**src/rtl/fft_seq_pkg.sv**
```systemverilog
package fft_seq_pkg;
  localparam int MAX_LOG_N   = 16;
  localparam int SMALL_LOG_N = 8;
  localparam int ADDR_W      = MAX_LOG_N;
  localparam int LOG_W       = $clog2(MAX_LOG_N + 1);
  localparam int OP_W        = 2;

  localparam logic [OP_W-1:0] OP_TW_LOAD   = 2'd0;
  localparam logic [OP_W-1:0] OP_DATA_LOAD = 2'd1;
  localparam logic [OP_W-1:0] OP_FFT       = 2'd2;
  localparam logic [OP_W-1:0] OP_STORE     = 2'd3;

  typedef enum logic [1:0] {PH_SMALL, PH_COL, PH_TW, PH_ROW} phase_e;

  typedef struct packed {
    logic   cfgLoad;
    logic   idxClr;
    logic   idxInc;
    logic   twClr;
    logic   twStep;
    phase_e phase;
  } ctrl_t;
endpackage

```
**src/rtl/fft_pass_seq_dp.sv**
```systemverilog
module fft_pass_seq_dp
  import fft_seq_pkg::*;
(
  input  logic              clk,
  input  logic              rstN,
  input  ctrl_t             ctl,
  input  logic [LOG_W-1:0]  cfgLogN,
  input  logic [LOG_W-1:0]  cfgLogH,
  output logic              idxLast,
  output logic              twLast,
  output logic [OP_W-1:0]   jobOp,
  output logic [ADDR_W-1:0] jobBase,
  output logic [ADDR_W-1:0] jobStride,
  output logic [LOG_W-1:0]  jobLogLen,
  output logic [ADDR_W-1:0] twAddr,
  output logic [ADDR_W-1:0] twExp
);
  localparam logic [ADDR_W-1:0] ONE = ADDR_W'(1);
  localparam logic [ADDR_W-1:0] SMALL_LAST = ADDR_W'(3);

  logic [LOG_W-1:0]  logN, logH, logV;
  logic [ADDR_W-1:0] hSize, hLast, vLast, nMask;
  logic [ADDR_W-1:0] idx, twRow, twCol, acc;

  // captured configuration
  always_ff @(posedge clk or negedge rstN) begin
    if (!rstN) begin
      logN <= '0;
      logH <= '0;
    end else if (ctl.cfgLoad) begin
      logN <= cfgLogN;
      logH <= cfgLogH;
    end
  end

  assign logV  = logN - logH;
  assign hSize = ONE << logH;
  assign hLast = hSize - ONE;
  assign vLast = (ONE << logV) - ONE;
  assign nMask = (ONE << logN) - ONE;   // wraps to all ones when N = 2^ADDR_W

  // job index: op step, column or row
  always_ff @(posedge clk or negedge rstN) begin
    if (!rstN)           idx <= '0;
    else if (ctl.idxClr) idx <= '0;
    else if (ctl.idxInc) idx <= idx + ONE;
  end

  always_comb begin
    unique case (ctl.phase)
      PH_SMALL: idxLast = (idx == SMALL_LAST);
      PH_COL:   idxLast = (idx == hLast);
      PH_ROW:   idxLast = (idx == vLast);
      default:  idxLast = 1'b0;
    endcase
  end

  always_comb begin
    jobOp     = OP_FFT;
    jobBase   = '0;
    jobStride = ONE;
    jobLogLen = logN;
    unique case (ctl.phase)
      PH_SMALL: jobOp = idx[OP_W-1:0];
      PH_COL: begin
        jobBase   = idx;
        jobStride = hSize;
        jobLogLen = logV;
      end
      PH_ROW: begin
        jobBase   = idx << logH;
        jobLogLen = logH;
      end
      default: ;
    endcase
  end

  // element walk with incremental exponent: acc = row * col
  always_ff @(posedge clk or negedge rstN) begin
    if (!rstN) begin
      twRow <= '0;
      twCol <= '0;
      acc   <= '0;
    end else if (ctl.twClr) begin
      twRow <= '0;
      twCol <= '0;
      acc   <= '0;
    end else if (ctl.twStep) begin
      if (twCol == hLast) begin
        twCol <= '0;
        twRow <= twRow + ONE;
        acc   <= '0;
      end else begin
        twCol <= twCol + ONE;
        acc   <= acc + twRow;
      end
    end
  end

  assign twLast = (twRow == vLast) && (twCol == hLast);
  assign twAddr = (twRow << logH) | twCol;
  assign twExp  = acc & nMask;


  tw_addr_seq_chk: assert property (@(posedge clk) disable iff (!rstN)
    (ctl.twStep && !twLast) |=> (twAddr == $past(twAddr) + ONE));


  tw_row0_exp_chk: assert property (@(posedge clk) disable iff (!rstN)
    (ctl.twStep && (twAddr < hSize)) |-> (twExp == '0));
endmodule

```
**src/rtl/fft_pass_seq_ctrl.sv**
```systemverilog
module fft_pass_seq_ctrl
  import fft_seq_pkg::*;
(
  input  logic             clk,
  input  logic             rstN,
  input  logic             start,
  input  logic [LOG_W-1:0] cfgLogN,
  input  logic             jobDone,
  input  logic             idxLast,
  input  logic             twLast,
  output ctrl_t            ctl,
  output logic             jobStart,
  output logic             twValid,
  output logic             busy,
  output logic             done
);
  typedef enum logic [2:0] {S_IDLE, S_ISSUE, S_WAIT, S_TWID, S_FIN} state_e;

  state_e state, stateNx;
  phase_e phase, phaseNx;

  always_ff @(posedge clk or negedge rstN) begin
    if (!rstN) begin
      state <= S_IDLE;
      phase <= PH_SMALL;
    end else begin
      state <= stateNx;
      phase <= phaseNx;
    end
  end

  always_comb begin
    stateNx = state;
    phaseNx = phase;
    ctl     = '0;
    unique case (state)
      S_IDLE: if (start) begin
        ctl.cfgLoad = 1'b1;
        ctl.idxClr  = 1'b1;
        ctl.twClr   = 1'b1;
        phaseNx     = (cfgLogN > LOG_W'(SMALL_LOG_N)) ? PH_COL : PH_SMALL;
        stateNx     = S_ISSUE;
      end
      S_ISSUE: stateNx = S_WAIT;
      S_WAIT: if (jobDone) begin
        if (!idxLast) begin
          ctl.idxInc = 1'b1;
          stateNx    = S_ISSUE;
        end else if (phase == PH_COL) begin
          phaseNx = PH_TW;
          stateNx = S_TWID;
        end else begin
          stateNx = S_FIN;
        end
      end
      S_TWID: begin
        ctl.twStep = 1'b1;
        if (twLast) begin
          ctl.idxClr = 1'b1;
          phaseNx    = PH_ROW;
          stateNx    = S_ISSUE;
        end
      end
      S_FIN:   stateNx = S_IDLE;
      default: stateNx = S_IDLE;
    endcase
    ctl.phase = phase;
  end

  assign jobStart = (state == S_ISSUE);
  assign twValid  = (state == S_TWID);
  assign busy     = (state != S_IDLE);
  assign done     = (state == S_FIN);


  job_pulse_chk: assert property (@(posedge clk) disable iff (!rstN)
    jobStart |=> !jobStart);


  done_pulse_chk: assert property (@(posedge clk) disable iff (!rstN)
    done |=> (!done && !busy));


  done_after_core_chk: assert property (@(posedge clk) disable iff (!rstN)
    done |-> $past(jobDone));


  start_ignored_chk: assert property (@(posedge clk) disable iff (!rstN)
    (busy && !done && start) |=> busy);
endmodule

```
**src/rtl/fft_pass_seq.sv**
```systemverilog
module fft_pass_seq
  import fft_seq_pkg::*;
(
  input  logic              clk,
  input  logic              rstN,
  input  logic              start,
  input  logic [LOG_W-1:0]  cfgLogN,
  input  logic [LOG_W-1:0]  cfgLogH,
  output logic              busy,
  output logic              done,
  output logic              jobStart,
  output logic [OP_W-1:0]   jobOp,
  output logic [ADDR_W-1:0] jobBase,
  output logic [ADDR_W-1:0] jobStride,
  output logic [LOG_W-1:0]  jobLogLen,
  input  logic              jobDone,
  output logic              twValid,
  output logic [ADDR_W-1:0] twAddr,
  output logic [ADDR_W-1:0] twExp
);
  ctrl_t ctl;
  logic  idxLast, twLast;

  fft_pass_seq_ctrl ctrl_i (
    .clk      (clk),
    .rstN     (rstN),
    .start    (start),
    .cfgLogN  (cfgLogN),
    .jobDone  (jobDone),
    .idxLast  (idxLast),
    .twLast   (twLast),
    .ctl      (ctl),
    .jobStart (jobStart),
    .twValid  (twValid),
    .busy     (busy),
    .done     (done)
  );

  fft_pass_seq_dp dp_i (
    .clk       (clk),
    .rstN      (rstN),
    .ctl       (ctl),
    .cfgLogN   (cfgLogN),
    .cfgLogH   (cfgLogH),
    .idxLast   (idxLast),
    .twLast    (twLast),
    .jobOp     (jobOp),
    .jobBase   (jobBase),
    .jobStride (jobStride),
    .jobLogLen (jobLogLen),
    .twAddr    (twAddr),
    .twExp     (twExp)
  );
endmodule

```
**config.mk**
```make
export PLATFORM = sky130hd
export DESIGN_NAME = fft_pass_seq
export DESIGN_NICKNAME = d
export VERILOG_FILES = /design/src/rtl/fft_seq_pkg.sv /design/src/rtl/fft_pass_seq_dp.sv /design/src/rtl/fft_pass_seq_ctrl.sv /design/src/rtl/fft_pass_seq.sv
export SDC_FILE = /design/constraint.sdc
export NUM_CORES = 1
export LEC_CHECK = 0
export ABC_AREA = 1
export CAP_MARGIN = 10
export CORE_AREA = 2 2 190 155
export DETAILED_ROUTE_END_ITERATION = 10
export DIE_AREA = 0 0 192 157
export GPL_TIMING_DRIVEN = 0
export PLACE_DENSITY = 0.53
export SYNTH_ARGS = -nofsm -noshare
export SYNTH_HDL_FRONTEND = slang
export SYNTH_HIERARCHICAL = 1
export SYNTH_SLANG_ARGS = --single-unit
```
**constraint.sdc**
```tcl
create_clock -name clk -period 10 [get_ports clk]
set_clock_uncertainty 0.05 [all_clocks]
set_input_delay 2 -clock clk [delete_from_list [all_inputs] [get_ports clk]]
set_output_delay 2 -clock clk [all_outputs]
set_load 0.01 [all_outputs]
```
==> run_results.csv, run 1 <==
group,metric,value,unit
detailed_routing,drt-total-wl,34660,um
placed_design,hpwlAfterDp,27860,um
logic_synthesis,ys_seq_area_frac,0.2356,
timing,rsz0062_at_grt,"false",
logic_synthesis,ys_warn_count,6,
cts,post_cts_resized,0,
floorplanning,initial_core_util,0.2988,
detailed_routing,vias_per_cell,5.272,
logic_synthesis,synthArstFlopShare,1.000,
floorplanning,fp.dieArea,30140,sq um
cts,cts.sinks,79,
floorplanning,placementRows,55,
timing,max_slew_margin,0.3711,
cts,cts_hold_buf,0,
logic_synthesis,ys_ff_latch,79,
finish,num-nets-final,1530,
cts,htree_levels,3,
timing,setup_violations,0,
worst_setup_path,path_common_cell,"nor2_1",
grt,grt_pass1_vias,9204,
placed_design,pre_cts_ws,2.650,ns
min_path,hold_path.class,"flop to flop",
grt,antenna_found_initial,1,
timing,clock.fmax,0.1311,GHz
logic_synthesis,synth_cell_types,53,
logic_synthesis,synth-main-ff-cell,"dfrtp_1",
floorplanning,ioPinCount,89,
logic_synthesis,syn_inst,1389,
min_path,min_from,"dp_i/acc[7]",
detailed_routing,ant_nets,0,
finish,seq_area,1977,sq um
worst_setup_path,crit_family,"simple AND/OR/NAND/NOR gates",
finish,multi_input_area,5552,sq um
cts,clockRootBuffer,"clkbuf_16",
logic_synthesis,synthTopCellsByArea,"dfrtp_1 24%, nand2_1 19%, nand3_1 7.0%, nor2_1 6.8%, inv_1 6.4%",
worst_setup_path,cp_slowest_stage_delay,0.67,ns
worst_setup_path,cp-end-kind,"flop",
grt,grt.overflow.total,0,
min_path,hold_end,"dp_i/acc[7]",
run,max-cap-violations,0,
placed_design,gp_congestion,0.9857,
finish,postLayoutCoreUtil,0.3593,
outcome,status,"finished clean",
finish,final_cell_mix,"426 x nand2_1, 153 x nor2_1, 144 x inv_1",
detailed_routing,drtPass1Iterations,6,
cts,cts_setup_buffers,0,
floorplanning,die_w,192,um
pwr,peakVddDrop,0.1961,mV
logic_synthesis,syn_avg_cell_area,6.040,sq um
grt,grt_usage,0.2339,
worst_setup_path,critPathMaxFanout,10,
grt,grt_max_degree,55,
logic_synthesis,syn-cell-area,8389,sq um
pwr,power_density,340.4,nW/um^2
grt,grt_pass1_wl,53270,um
cts,clk_path_buf_depth,2,
cts,cts_tree,"done",
timing,tns,0,ns
worst_setup_path,worstSetupPathType,"flop to flop",
worst_setup_path,r2r_cells,37,
worst_setup_path,ff2ff_setup_slack,2.37,ns
finish,synthToLayoutAreaGrowth,20.25,%
worst_setup_path,critPathBufInv,7,
min_path,hold_depth,2,
finish,nFillCells,3157,
logic_synthesis,synth_top_area_share,0.2356,
worst_setup_path,crit_required,10.21,ns
floorplanning,coreArea,28080,sq um
logic_synthesis,synth_edf_count,0,
timing,fin_crit,7.626,ns
cts,cts_buffers,9,
cts,clk_pin_slew_worst_paths,0.07,ns
timing,period_share,0.7626,
detailed_routing,drc,0,
timing,finalHoldViolCount,0,
worst_setup_path,cp.arrival,7.84,ns
timing,fin_ws,2.374,ns
worst_setup_path,rr_startpoint,"dp_i/logH[1]",
finish,final_common_cell,"nand2_1",
detailed_routing,drt-wirelength-per-cell,18.58,um
logic_synthesis,yosysTopAreaCell,"dfrtp_1",
worst_setup_path,slowest_stage,"o22ai_1",
pwr,p_leak,4.663,nW
finish,layout-drive-gt1-share,0.04752,
worst_setup_path,start_kind,"flop",
detailed_routing,drtIter0Drc,1029,
logic_synthesis,synth_nets,1430,
detailed_routing,via_count,9832,
placed_design,io_buffers,88,
timing,tightest_slew,0.9399,ns
cts,clock_latency,0.36,ns
timing,slew_violations,0,
worst_setup_path,r2r_end,"dp_i/idx[14]",
floorplanning,die_h,157,um
==> layer usage <==
layer  GRT usage  up-vias  wire length [um]
li1            -     4772                 -
met5           0        -                 0
met4     0.05234        0               456
met2      0.3228      442             13470
met3     0.08562       32              4018
met1      0.3413     4586             16720
==> kinds of logic (layout without fill, tap and decap cells) <==
family	after synthesis	in the layout	synth area share
AND/OR/NAND/NOR	804	804	0.4149
flip-flops	79	79	0.2356
other	0	1	0
buffers and inverters	213	318	0.1026
XOR/XNOR	50	50	0.05220
AO/OA/AOI/OAI	211	211	0.1465
multiplexers	5	5	0.006115
adder cells (fa/ha/maj)	27	27	0.04206
==> cells in the mapped netlist (12+ instances only) <==
master    number
o221ai_1      17
dfrtp_1       79
nand3_1      117
o21ai_0      105
ha_1          25
o22ai_1       17
a21oi_1       44
nor3_1        29
inv_1        144
nand3b_1      12
nand2_1      426
nand4_1       29
clkbuf_1      35
xor2_1        39
nor2_1       153
==> sequential cells by signal, summed over array words and instances, names as in the netlist <==
signal        flops
dp_i/acc         16
dp_i/twRow       16
ctrl_i/phase      2
dp_i/idx         16
dp_i/logN         5
ctrl_i/state      3
dp_i/twCol       16
dp_i/logH         5
==> power breakdown <==
part / internal (mW) / switching, mW
clock: 0.222 / 0.156
combinational: 0.785 / 1.82
sequential: 0.376 / 0.0703
==> worst register-to-register path: cells and delay by family, from the launching register on <==
family          cells  cell delay [ns]
flops               1             0.47
fa+ha+maj           2             0.74
compound gates      2             0.87
buf+inv             7             1.91
simple gates       25             3.36
xor+xnor            1             0.15
==> worst max-delay path by stage <==
stage	startpoint	to	slack, ns	cells past startpoint
after floorplan	dp_i/logH[1]	dp_i/idx[14]	4.81	37
after global placement	dp_i/logH[1]	dp_i/idx[14]	2.68	37
after detailed placement	dp_i/logH[1]	dp_i/idx[14]	2.65	37
after CTS	dp_i/logH[1]	dp_i/idx[14]	2.61	37
after global routing	dp_i/logH[1]	dp_i/idx[14]	1.68	37
final	dp_i/logH[1]	dp_i/idx[14]	2.37	37
==> through the flow <==
step / cell area (sq um) / hold WS (ns) / cells / power [mW]
after global placement: 9733 / 0.4526 / 1847 / 2.958
after detailed placement: 9758 / 0.4652 / 1848 / 2.973
after global routing: 10090 / 0.5200 / 1864 / 3.716
after floorplan: 8389 / 0.4168 / 1389 / 2.093
final: 10090 / 0.4729 / 1865 / 3.434
after CTS: 10090 / 0.4819 / 1864 / 3.371
==> area by class of cell <==
type | count | share of cell area
Antenna cell | 1 | 0.0002480
Buffer | 59 | 0.02679
Clock buffer | 9 | 0.02232
Clock inverter | 7 | 0.01017
Inverter | 154 | 0.05854
Multi-Input combinational cell | 1097 | 0.5503
Sequential cell | 79 | 0.1960
Tap cell | 370 | 0.04589
Timing Repair Buffer | 89 | 0.08979
Power figures use the tool's default switching activity.
==> run 2, diff against run 1 <==
Clock period 10 ns to 7.5 ns, I/O delays scaled along.
==> run_results.csv, run 2 (synthesis gave the netlist of run 1 again) <==
group,metric,value,unit
worst_setup_path,rr_startpoint,"dp_i/logH[1]",
finish,layout-drive-gt1-share,0.04960,
floorplanning,die_w,192,um
floorplanning,fp.dieArea,30140,sq um
finish,final_common_cell,"nand2_1",
timing,hold_slack,0.4787,ns
detailed_routing,drc,0,
worst_setup_path,crit_required,7.71,ns
worst_setup_path,worstSetupPathType,"flop to flop",
timing,finalHoldViolCount,0,
min_path,hold_depth,2,
timing,slew_violations,0,
finish,seq_area,1977,sq um
cts,clk_path_buf_depth,2,
finish,postLayoutCoreUtil,0.3594,
worst_setup_path,r2r_cells,36,
pwr,peakVddDrop,0.2616,mV
placed_design,gp_congestion,0.9857,
worst_setup_path,slowest_stage,"dfrtp_1",
cts,cts_buffers,9,
finish,multi_input_area,5560,sq um
worst_setup_path,ff2ff_setup_slack,0.81,ns
floorplanning,ioPinCount,89,
grt,grt_usage,0.2339,
detailed_routing,drt-wirelength-per-cell,18.55,um
timing,period_share,0.8923,
timing,clock.fmax,0.1494,GHz
grt,grt.overflow.total,0,
cts,clk_pin_slew_worst_paths,0.07,ns
grt,grt_pass1_vias,9204,
finish,synthToLayoutAreaGrowth,20.28,%
pwr,p_leak,4.665,nW
placed_design,hpwlAfterDp,27860,um
detailed_routing,drt-total-wl,34560,um
detailed_routing,vias_per_cell,5.245,
timing,tightest_slew,0.9489,ns
min_path,hold_path.class,"flop to flop",
placed_design,dp_cells,1848,
min_path,hold_end,"dp_i/acc[7]",
detailed_routing,drtPass1Iterations,5,
worst_setup_path,start_kind,"flop",
finish,final_area,10090,sq um
worst_setup_path,cp.arrival,6.90,ns
floorplanning,coreArea,28080,sq um
cts,htree_levels,3,
worst_setup_path,path_common_cell,"nor2_1",
placed_design,pre_cts_ws,0.1504,ns
cts,clock_latency,0.36,ns
worst_setup_path,cp-end-kind,"flop",
detailed_routing,drtIter0Drc,1039,
finish,layoutNonFillerInstCount,1863,
placed_design,dpl_cell_area,9758,sq um
cts,cts_hold_buf,0,
floorplanning,initial_core_util,0.2988,
timing,fin_crit,6.693,ns
worst_setup_path,crit_path_start,"dp_i/logH[1]",
floorplanning,placementRows,55,
cts,clockRootBuffer,"clkbuf_16",
finish,num-nets-final,1528,
finish,final_cell_mix,"426 x nand2_1, 152 x nor2_1, 144 x inv_1",
placed_design,io_buffers,88,
outcome,status,"finished clean",
timing,rsz0062_at_grt,"false",
pwr,power_density,453.9,nW/um^2
cts,cts_tree,"done",
floorplanning,die_h,157,um
finish,nFillCells,3154,
timing,setup_violations,0,
detailed_routing,via_count,9772,
timing,tns,0,ns
grt,antenna_found_initial,1,
run,max-cap-violations,0,
timing,fin_ws,0.8074,ns
worst_setup_path,critPathMaxFanout,13,
grt,grt_pass1_wl,53270,um
detailed_routing,ant_nets,0,
pwr,power,4.581,mW
worst_setup_path,r2r_end,"dp_i/idx[14]",
grt,grt_max_degree,55,
min_path,min_from,"dp_i/acc[7]",
timing,max_slew_margin,0.3651,
worst_setup_path,cp_slowest_stage_delay,0.48,ns
cts,cts.sinks,79,
-- run 2: changes by cell type in the layout (fill, tap and decap cells not counted) --
cell	delta
clkbuf_1	-2
buf_1	-1
clkbuf_2	+1
nor2_1	-1
nor2_2	+1
o22ai_1	-1
o22ai_2	+1
-- run 2: worst max-delay path by stage --
stage	slack, ns	cells past startpoint	endpoint
floorplan	2.31	37	dp_i/idx[14]
global placement	0.18	37	dp_i/idx[14]
detailed placement	0.15	37	dp_i/idx[14]
CTS	0.11	37	dp_i/idx[14]
global route	0.11	36	dp_i/idx[14]
finish	0.81	36	dp_i/idx[14]
-- run 2: timing repair --
item	in CTS	in global routing
buffers inserted	0	0
resized for setup	0	3
endpoints found under the setup margin	0	9
-- run 2: layer usage --
metal	vias up	part of all wire	global-route usage
met5	-	0	0
met3	28	0.11	0.08562
li1	4762	-	-
met2	414	0.39	0.3228
met4	0	0.013	0.05234
met1	4568	0.49	0.3413
-- run 2: final cells by class --
type	count	area share
Clock inverter	7	0.01017
Antenna cell	1	0.0002480
Buffer	57	0.02616
Clock buffer	9	0.02232
Tap cell	370	0.04588
Inverter	154	0.05852
Multi-Input combinational cell	1097	0.5510
Sequential cell	79	0.1959
Timing Repair Buffer	89	0.08977
-- run 2: report_power, final --
part / switching [mW] / internal, mW
clock network: 0.207 / 0.297
logic: 2.43 / 1.05
registers: 0.0940 / 0.501
total: 2.74 / 1.85
-- run 2: critical path: cells and delay by family, from the launching register on --
family / cells / cell delay [ns]
XOR/XNOR: 1 / 0.15
AND/OR/NAND/NOR: 25 / 3.17
AO/OA/AOI/OAI: 2 / 0.64
flip-flops: 1 / 0.48
buffers and inverters: 6 / 1.43
adder cells (fa/ha/maj): 2 / 0.67
